===== config.mk =====
export PLATFORM = sky130hd
export DESIGN_NAME = fwglue_regs
export DESIGN_NICKNAME = d
export VERILOG_FILES = /design/src/rtl/fwglue_pkg.sv /design/src/rtl/fwglue_ctrl.sv /design/src/rtl/fwglue_irq.sv /design/src/rtl/fwglue_console.sv /design/src/rtl/fwglue_regs.sv
export SDC_FILE = /design/constraint.sdc
export NUM_CORES = 1
export LEC_CHECK = 0
export ABC_AREA = 1
export BUFFER_PORTS_ARGS = -buffer_cell sky130_fd_sc_hd__clkbuf_2
export CORE_MARGIN = 1.5
export CORE_UTILIZATION = 44
export DETAILED_ROUTE_END_ITERATION = 7
export PLACE_DENSITY = 0.77
export SETUP_SLACK_MARGIN = 0.5
export SLEW_MARGIN = 20
export SYNTH_ARGS = -nofsm -noshare
export SYNTH_HDL_FRONTEND = slang
export SYNTH_HIERARCHICAL = 1
export SYNTH_SLANG_ARGS = --single-unit

===== constraint.sdc =====
create_clock -name clk -period 1.53 [get_ports clk]
set_input_delay 0.153 -clock clk [delete_from_list [all_inputs] [get_ports clk]]
set_output_delay 0.153 -clock clk [all_outputs]
set_load 0.03 [all_outputs]

===== src/rtl/fwglue_pkg.sv =====
package fwglue_pkg;
   localparam int OFS_W = 6;
   localparam logic [OFS_W-1:0] OFS_EXIT      = 6'h00;
   localparam logic [OFS_W-1:0] OFS_CPU_ID    = 6'h04;
   localparam logic [OFS_W-1:0] OFS_IRQ       = 6'h08;
   localparam logic [OFS_W-1:0] OFS_CPU_COUNT = 6'h0a;
   localparam logic [OFS_W-1:0] OFS_CIN_DATA  = 6'h10;
   localparam logic [OFS_W-1:0] OFS_CIN_STAT  = 6'h14;
   localparam logic [OFS_W-1:0] OFS_COUT_DATA = 6'h18;
   localparam logic [OFS_W-1:0] OFS_COUT_STAT = 6'h1a;
endpackage


===== src/rtl/fwglue_ctrl.sv =====
module fwglue_ctrl (
   input  logic       clk,
   input  logic       rst_n,
   input  logic       exit_wr,
   input  logic [7:0] exit_byte,
   output logic       halt,
   output logic [7:0] exit_code
);
   always_ff @(posedge clk) begin
      if (!rst_n) begin
         halt      <= 1'b0;
         exit_code <= 8'h00;
      end else if (exit_wr && !halt) begin
         halt      <= 1'b1;
         exit_code <= exit_byte;
      end
   end


   halt_sticky_chk: assert property (@(posedge clk) disable iff (!rst_n)
      halt |=> (halt && $stable(exit_code)));

   halt_on_write_chk: assert property (@(posedge clk) disable iff (!rst_n)
      exit_wr |=> halt);
endmodule


===== src/rtl/fwglue_irq.sv =====
module fwglue_irq #(
   parameter int NUM_LINES = 4
) (
   input  logic                 clk,
   input  logic                 rst_n,
   input  logic                 wr,
   input  logic [7:0]           port,
   input  logic [7:0]           level,
   output logic [NUM_LINES-1:0] lines
);
   localparam logic [8:0] LIMIT = 9'(NUM_LINES);

   generate
      if (NUM_LINES < 1 || NUM_LINES > 256) begin : g_bad_lines
         $error("fwglue_irq: NUM_LINES must be 1..256");
      end
      for (genvar i = 0; i < NUM_LINES; i++) begin : g_line
         always_ff @(posedge clk) begin
            if (!rst_n)
               lines[i] <= 1'b0;
            else if (wr && port == 8'(i))
               lines[i] <= (level != 8'h00);
         end
      end
   endgenerate


   out_of_range_port_chk: assert property (@(posedge clk) disable iff (!rst_n)
      (wr && {1'b0, port} >= LIMIT) |=> $stable(lines));

   untouched_when_idle_chk: assert property (@(posedge clk) disable iff (!rst_n)
      !wr |=> $stable(lines));
endmodule


===== src/rtl/fwglue_console.sv =====
module fwglue_console (
   input  logic       clk,
   input  logic       rst_n,
   input  logic       in_data_wr,
   input  logic       in_stat_wr,
   input  logic       out_data_wr,
   input  logic       out_stat_wr,
   input  logic       in_sample,
   input  logic [7:0] wbyte,
   input  logic       rx_valid,
   input  logic [7:0] rx_data,
   output logic [7:0] in_buf,
   output logic [7:0] in_stat,
   output logic [7:0] out_buf,
   output logic [7:0] out_stat,
   output logic       tx_valid,
   output logic [7:0] tx_data
);
   always_ff @(posedge clk) begin
      if (!rst_n) begin
         in_buf   <= 8'h00;
         in_stat  <= 8'h00;
         out_buf  <= 8'h00;
         out_stat <= 8'h01;
         tx_valid <= 1'b0;
      end else begin
         tx_valid <= out_data_wr;
         if (in_sample) begin
            in_buf  <= rx_valid ? rx_data : 8'h00;
            in_stat <= rx_valid ? 8'h01 : 8'h00;
         end
         if (in_data_wr)  in_buf   <= wbyte;
         if (in_stat_wr)  in_stat  <= wbyte;
         if (out_stat_wr) out_stat <= wbyte;
         if (out_data_wr) begin
            out_buf  <= wbyte;
            out_stat <= 8'h01;
         end
      end
   end

   assign tx_data = out_buf;


   tx_pulse_chk: assert property (@(posedge clk) disable iff (!rst_n)
      out_data_wr |=> (tx_valid && out_stat == 8'h01));

   tx_quiet_chk: assert property (@(posedge clk) disable iff (!rst_n)
      !out_data_wr |=> !tx_valid);

   sample_hit_chk: assert property (@(posedge clk) disable iff (!rst_n)
      (in_sample && rx_valid) |=> (in_stat == 8'h01 && in_buf == $past(rx_data)));

   sample_miss_chk: assert property (@(posedge clk) disable iff (!rst_n)
      (in_sample && !rx_valid) |=> (in_stat == 8'h00 && in_buf == 8'h00));
endmodule


===== src/rtl/fwglue_regs.sv =====
module fwglue_regs #(
   parameter int ADDR_W    = 8,
   parameter int DATA_W    = 32,
   parameter int CPU_ID_W  = 4,
   parameter int NUM_LINES = 4,
   parameter int CPU_COUNT = 4
) (
   input  logic                 clk,
   input  logic                 rst_n,
   input  logic                 req_valid,
   input  logic                 req_write,
   input  logic [ADDR_W-1:0]    req_addr,
   input  logic [2:0]           req_size,
   input  logic [DATA_W-1:0]    req_wdata,
   input  logic [CPU_ID_W-1:0]  req_cpu,
   output logic                 rsp_valid,
   output logic [DATA_W-1:0]    rsp_rdata,
   input  logic                 rx_valid,
   input  logic [7:0]           rx_data,
   output logic                 tx_valid,
   output logic [7:0]           tx_data,
   output logic                 halt,
   output logic [7:0]           exit_code,
   output logic [NUM_LINES-1:0] irq_lines
);
   import fwglue_pkg::*;

   localparam int PAD_W = DATA_W - 8;

   generate
      if (ADDR_W < OFS_W) begin : g_bad_addr
         $error("fwglue_regs: ADDR_W must cover the 6 decoded bits");
      end
      if (DATA_W < 16) begin : g_bad_data
         $error("fwglue_regs: DATA_W must carry port and level bytes");
      end
      if (CPU_ID_W < 1 || CPU_ID_W > 8) begin : g_bad_id
         $error("fwglue_regs: CPU_ID_W must be 1..8");
      end
   endgenerate

   logic [7:0] count_byte;
   generate
      if (CPU_COUNT == 0) begin : g_count_default
         assign count_byte = 8'd1;
      end else begin : g_count_cfg
         assign count_byte = 8'(CPU_COUNT);
      end
   endgenerate

   logic [OFS_W-1:0] ofs;
   logic             wr, rd;
   logic [7:0]       wbyte, level_byte;

   assign ofs        = req_addr[OFS_W-1:0];
   assign wr         = req_valid && req_write;
   assign rd         = req_valid && !req_write;
   assign wbyte      = req_wdata[7:0];
   assign level_byte = (req_size > 3'd1) ? req_wdata[15:8] : 8'h00;

   logic [7:0] in_buf, in_stat, out_buf, out_stat;

   fwglue_ctrl u_ctrl (
      .clk       (clk),
      .rst_n     (rst_n),
      .exit_wr   (wr && ofs == OFS_EXIT),
      .exit_byte (wbyte),
      .halt      (halt),
      .exit_code (exit_code)
   );

   fwglue_irq #(.NUM_LINES(NUM_LINES)) u_irq (
      .clk   (clk),
      .rst_n (rst_n),
      .wr    (wr && ofs == OFS_IRQ),
      .port  (wbyte),
      .level (level_byte),
      .lines (irq_lines)
   );

   fwglue_console u_con (
      .clk         (clk),
      .rst_n       (rst_n),
      .in_data_wr  (wr && ofs == OFS_CIN_DATA),
      .in_stat_wr  (wr && ofs == OFS_CIN_STAT),
      .out_data_wr (wr && ofs == OFS_COUT_DATA),
      .out_stat_wr (wr && ofs == OFS_COUT_STAT),
      .in_sample   (rd && ofs == OFS_CIN_STAT),
      .wbyte       (wbyte),
      .rx_valid    (rx_valid),
      .rx_data     (rx_data),
      .in_buf      (in_buf),
      .in_stat     (in_stat),
      .out_buf     (out_buf),
      .out_stat    (out_stat),
      .tx_valid    (tx_valid),
      .tx_data     (tx_data)
   );

   logic [7:0] rd_byte;
   always_comb begin
      unique case (ofs)
         OFS_CPU_ID:    rd_byte = 8'(req_cpu);
         OFS_CPU_COUNT: rd_byte = count_byte;
         OFS_CIN_DATA:  rd_byte = in_buf;
         OFS_CIN_STAT:  rd_byte = rx_valid ? 8'h01 : 8'h00;
         OFS_COUT_DATA: rd_byte = out_buf;
         OFS_COUT_STAT: rd_byte = out_stat;
         default:       rd_byte = 8'h00;
      endcase
   end

   always_ff @(posedge clk) begin
      if (!rst_n) begin
         rsp_valid <= 1'b0;
         rsp_rdata <= '0;
      end else begin
         rsp_valid <= rd;
         rsp_rdata <= rd ? {{PAD_W{1'b0}}, rd_byte} : '0;
      end
   end


   rsp_follows_read_chk: assert property (@(posedge clk) disable iff (!rst_n)
      rd |=> rsp_valid);

   rsp_only_after_read_chk: assert property (@(posedge clk) disable iff (!rst_n)
      !rd |=> !rsp_valid);

   rsp_upper_zero_chk: assert property (@(posedge clk) disable iff (!rst_n)
      rsp_valid |-> (rsp_rdata[DATA_W-1:8] == '0));
endmodule


==> impl_metrics.env, run 1 <==
export IMPL_timing_critical_path_required_ns=1.77
export IMPL_floorplan_core_area_mm2=0.00557
export IMPL_criticalPathCategory="primary input to flip-flop"
export IMPL_post_dp_cell_area_mm2=0.00296
export IMPL_finish_net_count=530
export IMPL_clk_pin_slew_ns=0.09
export IMPL_timing_final_max_slew_violations=0
export IMPL_worst_ep_arrival_time_ns=1.28
export IMPL_clock_insertion_delay_worst_skew_ns=0.30
export IMPL_hp_class="primary input to flip-flop"
export IMPL_dp_hpwl_mm=4.56
export IMPL_tritoncts_num_sinks=47
export IMPL_worstSetupStartpointType="primary input"
export IMPL_postCtsHoldBufs=0
export IMPL_drt_pass1_iterations=4
export IMPL_fillerInstances=544
export IMPL_place_worst_setup_slack_ns=0.0564
export IMPL_grt_overflow=0
export IMPL_run_status="completed"
export IMPL_grt_pass1_vias=2280
export IMPL_global_route_wire_length_before_repair_mm=10.0
export IMPL_drc=0
export IMPL_cts_htree_levels=2
export IMPL_tns_ns=0
export IMPL_gpl_final_weighted_congestion=0.833
export IMPL_dieArea_mm2=0.00634
export IMPL_final_period_utilization_pct=68.2
export IMPL_route_vias_total=2516
export IMPL_start_util_pct=46.4
export IMPL_synth_yosys_warnings=6
export IMPL_layout_drive_gt1_share_pct=32.9
export IMPL_antenna_violations_before_repair=0
export IMPL_timing_final_hold_violations=0
export IMPL_die_width_um=79.7
export IMPL_synth_cell_area_mm2=0.00258
export IMPL_post_route_cell_area_mm2=0.00330
export IMPL_finalWorstPathRequiredPeriod_ns=1.04
export IMPL_tritoncts_num_buffers=5
export IMPL_routed_wire_length_per_instance_um=11.4
export IMPL_clock_tree_root_cell="sky130_fd_sc_hd__clkbuf_8"
export IMPL_rsz0062_at_grt="yes"
export IMPL_total_power_mw=2.32
export IMPL_antenna_diode_count=0
export IMPL_place_port_buffers=71
export IMPL_maximum_number_of_pins_on_one_net_before_global_route_repair=16
export IMPL_skew_ns=0.00644
export IMPL_routed_via_density=4.63
export IMPL_end_kind="flip-flop"
export IMPL_io_pin_count=115
export IMPL_grt_util_overall_pct=19.8
export IMPL_syn2layout_area_growth_pct=27.5
export IMPL_cellPowerDensity_mw_per_mm2=704
export IMPL_p_leak_nw=1.67
export IMPL_routed_wl_mm=6.17
export IMPL_final_critical_path_setup_slack_ns=0.487
export IMPL_setup_viol=0
export IMPL_cap_violations=0
export IMPL_tritoncts_clock_tree="yes"
export IMPL_rows=27
export IMPL_chipHeight_um=79.7
export IMPL_initialDrtViolationCount=172
export IMPL_netlist_instances=394
export IMPL_max_vdd_ir_drop_mv=0.404
export IMPL_critical_path_peak_fanout=8
export IMPL_cts_buffer_depth=2
export IMPL_timing_fmax_mhz=958
export IMPL_final_antenna_net_count=0
export IMPL_synthesis_area_per_instance_um2=6.56
power breakdown:
part / switching, mW / internal [mW] / leakage [nW]
logic: 0.242 / 0.105 / 1.25
registers: 0.00218 / 1.22 / 0.384
clock network: 0.428 / 0.318 / 0.0402
total: 0.671 / 1.65 / 1.67
path summary, 6_finish.rpt:
| path | end | slack (ns) | startpoint | cells past startpoint |
|---|---|---|---|---|
| worst max register to register | u_ctrl/exit_code[0]$_SDFFE_PN0P_ | 0.66 | u_ctrl/halt$_SDFFE_PN0P_ | 4 |
| worst min register to register | u_con/out_buf[5]$_SDFFE_PN0P_ | 0.46 | u_con/out_buf[5]$_SDFFE_PN0P_ | 2 |
| worst max-delay path | u_con/in_buf[1]$_SDFFE_PN0P_ | 0.49 | req_addr[1] | 9 |
| worst min-delay path | u_con/out_buf[7]$_SDFFE_PN0P_ | 0.12 | req_wdata[7] | 3 |
routing by layer:
layer / share of wire, % / vias to the layer above / track usage [%] / routed length [um]
met5: 0 / - / 0 / 0
met4: 0.92 / 0 / 3.86 / 57
met3: 7.0 / 6 / 4.34 / 434
met2: 50 / 90 / 36.2 / 3110
met1: 42 / 1118 / 23.7 / 2570
li1: - / 1302 / - / -
worst max-delay path: stages:
cell and delay [ns]:
sky130_fd_sc_hd__buf_8 0.11, sky130_fd_sc_hd__nor2_8 0.18, sky130_fd_sc_hd__nand3_4 0.10, sky130_fd_sc_hd__nor3_4 0.24, sky130_fd_sc_hd__buf_6 0.19, sky130_fd_sc_hd__nand2_2 0.07
sky130_fd_sc_hd__nor2_2 0.10, sky130_fd_sc_hd__nor2_1 0.05, sky130_fd_sc_hd__nor2_1 0.09
stage by stage:
| stage | utilization (%) | cells | hold WS [ns] |
|---|---|---|---|
| 6_report | 59.1 | 543 | 0.123 |
| 5_1_grt | 59.1 | 543 | 0.123 |
| 4_1_cts | 56.8 | 541 | 0.121 |
| 3_5_place_dp | 53.2 | 530 | 0.445 |
| 3_3_place_gp | 53.2 | 530 | 0.440 |
| 2_1_floorplan | - | 417 | 0.263 |
layout make-up:
| cell class | count | area, um2 | area share [%] |
|---|---|---|---|
| Clock buffer | 5 | 68.8 | 2.09 |
| Clock inverter | 3 | 20.0 | 0.607 |
| Inverter | 43 | 179 | 5.43 |
| Multi-Input combinational cell | 290 | 1430 | 43.5 |
| Sequential cell | 47 | 955 | 29.0 |
| Tap cell | 72 | 90.1 | 2.73 |
| Timing Repair Buffer | 83 | 549 | 16.7 |
registers in the layout, indices dropped and copies added (netlist names):
register and count:
u_con/out_buf 8, u_con/out_stat 8, u_irq/lines 4, rsp_valid 1
u_ctrl/exit_code 8, u_con/in_buf 8, u_ctrl/halt 1, rsp_rdata 8
u_con/tx_valid 1
what timing repair did:
action / in CTS / in global routing
gates cloned: 1 / 0
setup endpoints to repair: 41 / 52
buffers inserted: 2 / 2
gates resized for setup: 27 / 64
pin swaps: 5 / 18
cell usage in the layout, fill, tap and decap left out, drive strengths merged:
cell	instances
nor2	107
buf	29
clkbuf	59
o211ai	1
nand3	26
o21a	1
nor3	1
dfxtp	47
nand4	4
clkinv	2
o21ai	13
inv	42
nand2	108
clkinvlp	2
o21bai	1
a21oi	4
conb	24
No activity file was read; power rests on OpenSTA's default activity.
==> run 2: changes to the inputs <==
Settings changed: CORE_UTILIZATION 44 to 46, PLACE_DENSITY 0.77 to 0.76.
Clock period 1.53 ns to 1.05 ns, I/O delays scaled along.
==> impl_metrics.env, run 2 (synthesis gave the netlist of run 1 again) <==
export IMPL_cellPowerDensity_mw_per_mm2=900
export IMPL_drc=0
export IMPL_dp_hpwl_mm=4.75
export IMPL_tns_ns=-0.0751
export IMPL_place_worst_setup_slack_ns=-0.358
export IMPL_io_pin_count=115
export IMPL_crit_top_cell="sky130_fd_sc_hd__buf_4"
export IMPL_setup_viol=4
export IMPL_cp_cell_sequence="clkbuf_16 > buf_6 > nor2_4 > buf_4 > buf_4 > buf_4 > nand4_1 > nand2_1 > nor2_1 > nor2_1"
export IMPL_skew_ns=0.0123
export IMPL_global_route_wire_length_before_repair_mm=11.9
export IMPL_floorplan_core_area_mm2=0.00547
export IMPL_maximum_number_of_pins_on_one_net_before_global_route_repair=17
export IMPL_route_vias_total=3107
export IMPL_timing_fmax_mhz=921
export IMPL_mostFrequentLayoutCell="sky130_fd_sc_hd__nor2_1"
export IMPL_cts_buffer_depth=2
export IMPL_grt_pass1_vias=2625
export IMPL_worstSetupStartpointType="primary input"
export IMPL_tritoncts_num_buffers=5
export IMPL_routed_via_density=5.18
export IMPL_cap_violations=0
export IMPL_syn2layout_area_growth_pct=67.3
export IMPL_cp_slowest_stage_delay_ns=0.18
export IMPL_layout_common_cells="sky130_fd_sc_hd__nor2_1 (83), sky130_fd_sc_hd__nand2_1 (79), sky130_fd_sc_hd__buf_4 (44), sky130_fd_sc_hd__clkbuf_2 (35), sky130_fd_sc_hd__buf_8 (34)"
export IMPL_tritoncts_num_sinks=47
export IMPL_grt_util_overall_pct=24.6
export IMPL_routed_wl_mm=10.0
export IMPL_end_kind="flip-flop"
export IMPL_antenna_violations_before_repair=0
export IMPL_start_util_pct=47.2
export IMPL_hp_class="primary input to flip-flop"
export IMPL_rows=27
export IMPL_timing_final_max_slew_violations=0
export IMPL_place_port_buffers=71
export IMPL_failed_checks="setup timing"
export IMPL_die_width_um=78.0
export IMPL_routed_wire_length_per_instance_um=16.7
export IMPL_layout_drive_gt1_share_pct=50.6
export IMPL_seqCellArea_um2=982
export IMPL_cpMaxStageDelayCell="sky130_fd_sc_hd__nand4_1"
export IMPL_clock_tree_root_cell="sky130_fd_sc_hd__clkbuf_8"
export IMPL_initialDrtViolationCount=295
export IMPL_finish_net_count=587
export IMPL_cts_htree_levels=2
export IMPL_critical_path_peak_fanout=3
export IMPL_post_route_util_pct=79.0
export IMPL_dieArea_mm2=0.00608
export IMPL_multi_input_area_mm2=0.00158
export IMPL_timing_final_hold_violations=0
export IMPL_max_vdd_ir_drop_mv=0.520
export IMPL_final_antenna_net_count=0
export IMPL_chipHeight_um=78.0
export IMPL_p_leak_nw=2.18
export IMPL_worst_ep_arrival_time_ns=1.33
export IMPL_drt_pass1_iterations=5
export IMPL_gpl_final_weighted_congestion=0.820
export IMPL_grt_overflow=0
export IMPL_clock_insertion_delay_worst_skew_ns=0.31
export IMPL_timing_hold_ws_ns=0.129
export IMPL_timing_critical_path_required_ns=1.29
export IMPL_final_period_utilization_pct=103
export IMPL_tritoncts_clock_tree="yes"
export IMPL_clk_pin_slew_ns=0.09
export IMPL_run_status="finished, violations left"
export IMPL_final_critical_path_setup_slack_ns=-0.0352
export IMPL_finalWorstPathRequiredPeriod_ns=1.09
export IMPL_antenna_diode_count=0
export IMPL_rsz0062_at_grt="yes"
export IMPL_fillerInstances=311
export IMPL_criticalPathCategory="primary input to flip-flop"
## run 2: cell types whose count changed in the layout (fill, tap and decap cells not counted), moves of 12 or more
cell / previous run / this run
sky130_fd_sc_hd__buf_4: 17 / 44
sky130_fd_sc_hd__buf_6: 4 / 23
sky130_fd_sc_hd__buf_8: 3 / 34
sky130_fd_sc_hd__clkbuf_2: 47 / 35
sky130_fd_sc_hd__dfxtp_1: 38 / 16
sky130_fd_sc_hd__dfxtp_2: 8 / 30
sky130_fd_sc_hd__nand2_1: 95 / 79
sky130_fd_sc_hd__nand2_2: 9 / 23
## run 2: worst paths after layout
path / cells after the start / slack [ns] / end / from
worst max-delay path: 10 / -0.04 / rsp_rdata[2]$_SDFF_PN0_ / req_addr[4]
worst min-delay path: 5 / 0.13 / u_con/in_buf[0]$_SDFFE_PN0P_ / rx_data[0]
worst max register to register: 5 / 0.11 / rsp_rdata[4]$_SDFF_PN0_ / u_con/out_buf[4]$_SDFFE_PN0P_
worst min register to register: 2 / 0.50 / u_ctrl/exit_code[6]$_SDFFE_PN0P_ / u_ctrl/exit_code[6]$_SDFFE_PN0P_
## run 2: stage by stage
stage / cells / cell area [um2] / power [mW]
after CTS: 587 / 3980 / 3.77
after detailed placement: 556 / 3240 / 2.36
final: 600 / 4320 / 3.89
after global routing: 600 / 4320 / 4.02
after global placement: 556 / 3240 / 2.35
after floorplan: 417 / 2840 / 2.19
## run 2: routing by layer
metal  track usage [%]  wire length [um]
met1              27.9              3680
met2              45.2              5000
met3              6.24               893
met4              6.61               420
met5                 0                 0
## run 2: final cells by class
type / count / share of cell area [%]
repair buffers: 140 / 31.6
clock buffers: 5 / 1.59
flip-flops and latches: 47 / 22.7
well taps: 72 / 2.08
clock inverters: 3 / 1.10
inverters: 43 / 4.43
multi-input cells: 290 / 36.5
## run 2: critical path: cells and delay by family
kind	cells	cell delay (ns)
buffers and inverters	5	0.60
AND/OR/NAND/NOR	5	0.62
## run 2: where the power goes
group,internal [mW],switching [mW]
registers,1.78,0.00588
clock network,0.723,0.667
logic,0.275,0.438
total,2.78,1.11
## run 2: timing repair
action | in CTS | in global routing
cloned | 1 | 0
hold buffers | 0 | 0
pin swaps | 29 | 41
gates resized for setup | 111 | 86
setup buffers | 22 | 13
setup endpoints to repair | 78 | 78
==> run 3: changes to the inputs <==
Settings changed: CORE_UTILIZATION 46 to 40, PLACE_DENSITY 0.76 to 0.7, SYNTH_HIERARCHICAL 1 to unset.
==> impl_metrics.env, run 3 <==
export IMPL_synthDistinctLibCells=29
export IMPL_maximum_number_of_pins_on_one_net_before_global_route_repair=18
export IMPL_worst_r2r_startpoint="u_ctrl.halt$_SDFFE_PN0P_"
export IMPL_p_leak_nw=1.97
export IMPL_chipHeight_um=81.7
export IMPL_dp_cells=524
export IMPL_antenna_diode_count=0
export IMPL_finish_net_count=547
export IMPL_max_vdd_ir_drop_mv=0.874
export IMPL_route_vias_total=2851
export IMPL_timing_fmax_mhz=948
export IMPL_rows=28
export IMPL_cpMaxStageDelayCell="sky130_fd_sc_hd__nor3_4"
export IMPL_run_status="finished, violations left"
export IMPL_tns_ns=-0.00821
export IMPL_finalNonFillerCells=563
export IMPL_netlist_instances=354
export IMPL_finalWorstPathRequiredPeriod_ns=1.05
export IMPL_worst_hold_path_endpoint="u_con.out_stat[5]$_SDFFE_PP0P_"
export IMPL_reg2reg_slack_ns=0.01
export IMPL_clk_pin_slew_ns=0.09
export IMPL_synthMostInstantiatedCell="sky130_fd_sc_hd__nand2_1"
export IMPL_tritoncts_num_sinks=47
export IMPL_start_util_pct=41.6
export IMPL_grt_overflow=0
export IMPL_failed_checks="setup timing"
export IMPL_layout_common_cells="sky130_fd_sc_hd__nand2_1 (61), sky130_fd_sc_hd__buf_4 (46), sky130_fd_sc_hd__clkbuf_2 (36), sky130_fd_sc_hd__inv_1 (35)"
export IMPL_critical_path_peak_fanout=9
export IMPL_layout_drive_gt1_share_pct=50.6
export IMPL_tritoncts_clock_tree="yes"
export IMPL_total_power_mw=3.50
export IMPL_synth_top_area_share_pct=38.0
export IMPL_timing_final_hold_violations=0
export IMPL_final_critical_path_setup_slack_ns=-0.00482
export IMPL_worstSetupStartpointType="primary input"
export IMPL_die_width_um=81.7
export IMPL_synthFlopType="sky130_fd_sc_hd__dfxtp_1"
export IMPL_gpl_final_weighted_congestion=0.852
export IMPL_grt_pass1_vias=2427
export IMPL_clock_tree_root_cell="sky130_fd_sc_hd__clkbuf_8"
export IMPL_routed_wire_length_per_instance_um=14.8
export IMPL_place_worst_setup_slack_ns=-0.211
export IMPL_dieArea_mm2=0.00667
export IMPL_final_antenna_net_count=0
export IMPL_tritoncts_num_buffers=5
export IMPL_syn2layout_area_growth_pct=67.6
export IMPL_synth_cell_area_mm2=0.00247
export IMPL_cts_buffer_depth=2
export IMPL_post_route_util_pct=69.6
export IMPL_floorplan_core_area_mm2=0.00596
export IMPL_fillerInstances=450
export IMPL_grt_util_overall_pct=22.1
export IMPL_worst_hold_path_num_cells=3
export IMPL_timing_final_max_slew_violations=0
export IMPL_drt_pass1_iterations=5
export IMPL_antenna_violations_before_repair=0
export IMPL_final_period_utilization_pct=100
export IMPL_io_pin_count=115
export IMPL_criticalPathCategory="primary input to flip-flop"
export IMPL_drc=0
export IMPL_routed_via_density=5.06
export IMPL_cts_htree_levels=2
export IMPL_end_kind="flip-flop"
export IMPL_place_port_buffers=71
export IMPL_routed_wl_mm=8.35
export IMPL_hp_class="primary input to flip-flop"
export IMPL_ys_top_cells_by_count="sky130_fd_sc_hd__nand2_1 (91), sky130_fd_sc_hd__dfxtp_1 (47), sky130_fd_sc_hd__inv_1 (37)"
export IMPL_post_dp_cell_area_mm2=0.00315
export IMPL_synthesis_area_per_instance_um2=6.99
export IMPL_postCtsHoldBufs=0
export IMPL_dp_hpwl_mm=5.03
export IMPL_synth_seq_area_share_pct=38.0
export IMPL_post_route_cell_area_mm2=0.00415
export IMPL_cp_slowest_stage_delay_ns=0.28
export IMPL_r2r_worst_path_cells=4
export IMPL_ys_top_cells_by_area="sky130_fd_sc_hd__dfxtp_1 (38%), sky130_fd_sc_hd__nand2_1 (14%), sky130_fd_sc_hd__buf_4 (8.2%)"
export IMPL_r2r_end="u_ctrl.exit_code[5]$_SDFFE_PN0P_"
export IMPL_cellPowerDensity_mw_per_mm2=845
export IMPL_worst_ep_arrival_time_ns=1.29
export IMPL_mostFrequentLayoutCell="sky130_fd_sc_hd__nand2_1"
export IMPL_timing_hold_ws_ns=0.0900
export IMPL_clock_insertion_delay_worst_skew_ns=0.30
export IMPL_post_synth_edffs=0
export IMPL_initialDrtViolationCount=274
export IMPL_rsz0062_at_grt="yes"
export IMPL_cap_violations=0
export IMPL_global_route_wire_length_before_repair_mm=11.2
export IMPL_synth_ff_latch_count=47
export IMPL_cp_cell_sequence="buf_8 > buf_6 > nor2_4 > nand2_4 > nor3_4 > buf_12 > o21ai_0 > a21oi_1"
export IMPL_skew_ns=0.00459
export IMPL_setup_viol=2
export IMPL_synth_yosys_warnings=0
export IMPL_worst_hold_startpoint="req_wdata[5]"
export IMPL_synth_largest_area_cell="sky130_fd_sc_hd__dfxtp_1"
export IMPL_timing_critical_path_required_ns=1.28
export IMPL_async_flop_share_pct=0
run 3: cells by family (layout without fill, tap and decap cells):
group | Yosys count | count (layout) | synth area share [%]
AO/OA/AOI/OAI | 52 | 52 | 11.2
buffers and inverters | 71 | 180 | 15.3
flip-flops | 47 | 47 | 38.0
other | 1 | 24 | 0.152
AND/OR/NAND/NOR | 183 | 185 | 35.3
run 3: how the worst max path moves through the flow:
stage	cells after the start	startpoint	end
after floorplan	7	req_addr[0]	u_con.out_buf[3]$_SDFFE_PN0P_
after global placement	7	req_addr[0]	u_con.out_buf[1]$_SDFFE_PN0P_
after detailed placement	8	req_addr[2]	u_ctrl.exit_code[4]$_SDFFE_PN0P_
after CTS	5	u_ctrl.halt$_SDFFE_PN0P_	u_ctrl.halt$_SDFFE_PN0P_
after global routing	8	req_addr[2]	u_ctrl.exit_code[5]$_SDFFE_PN0P_
final	8	req_addr[2]	u_ctrl.exit_code[5]$_SDFFE_PN0P_
run 3: timing repair:
action / in CTS / in global routing
cloned: 1 / 4
pin swaps: 8 / 23
buffers inserted: 13 / 13
resized for setup: 83 / 100
endpoints found under the setup margin: 77 / 77
run 3: report_power, final:
group	internal (mW)	total, mW	leakage [nW]	switching, mW
Combinational	0.227	0.633	1.53	0.405
Sequential	1.79	1.79	0.395	0.00437
Clock	0.466	1.08	0.0412	0.614
run 3: cell type report:
cell class                      count  area [um2]  area share, %
Tap cell                           75        93.8           2.26
Timing Repair Buffer              134        1300           31.3
Multi-Input combinational cell    261        1540           37.1
Sequential cell                    47         981           23.7
Clock inverter                      2        12.5          0.302
Inverter                           38         149           3.59
Clock buffer                        6        72.6           1.75
run 3: metal layers:
metal | track usage, % | vias to the layer above | wire [um]
met5 | 0 | - | 0
li1 | - | 1360 | -
met2 | 37.4 | 180 | 4170
met1 | 28.3 | 1287 | 3220
met4 | 7.12 | 0 | 216
met3 | 3.89 | 24 | 745
run 3: critical path, delay by kind of cell:
kind                   cells  cell delay, ns
AND/OR/NAND/NOR            3            0.54
buffers and inverters      3            0.37
AO/OA/AOI/OAI              2            0.27
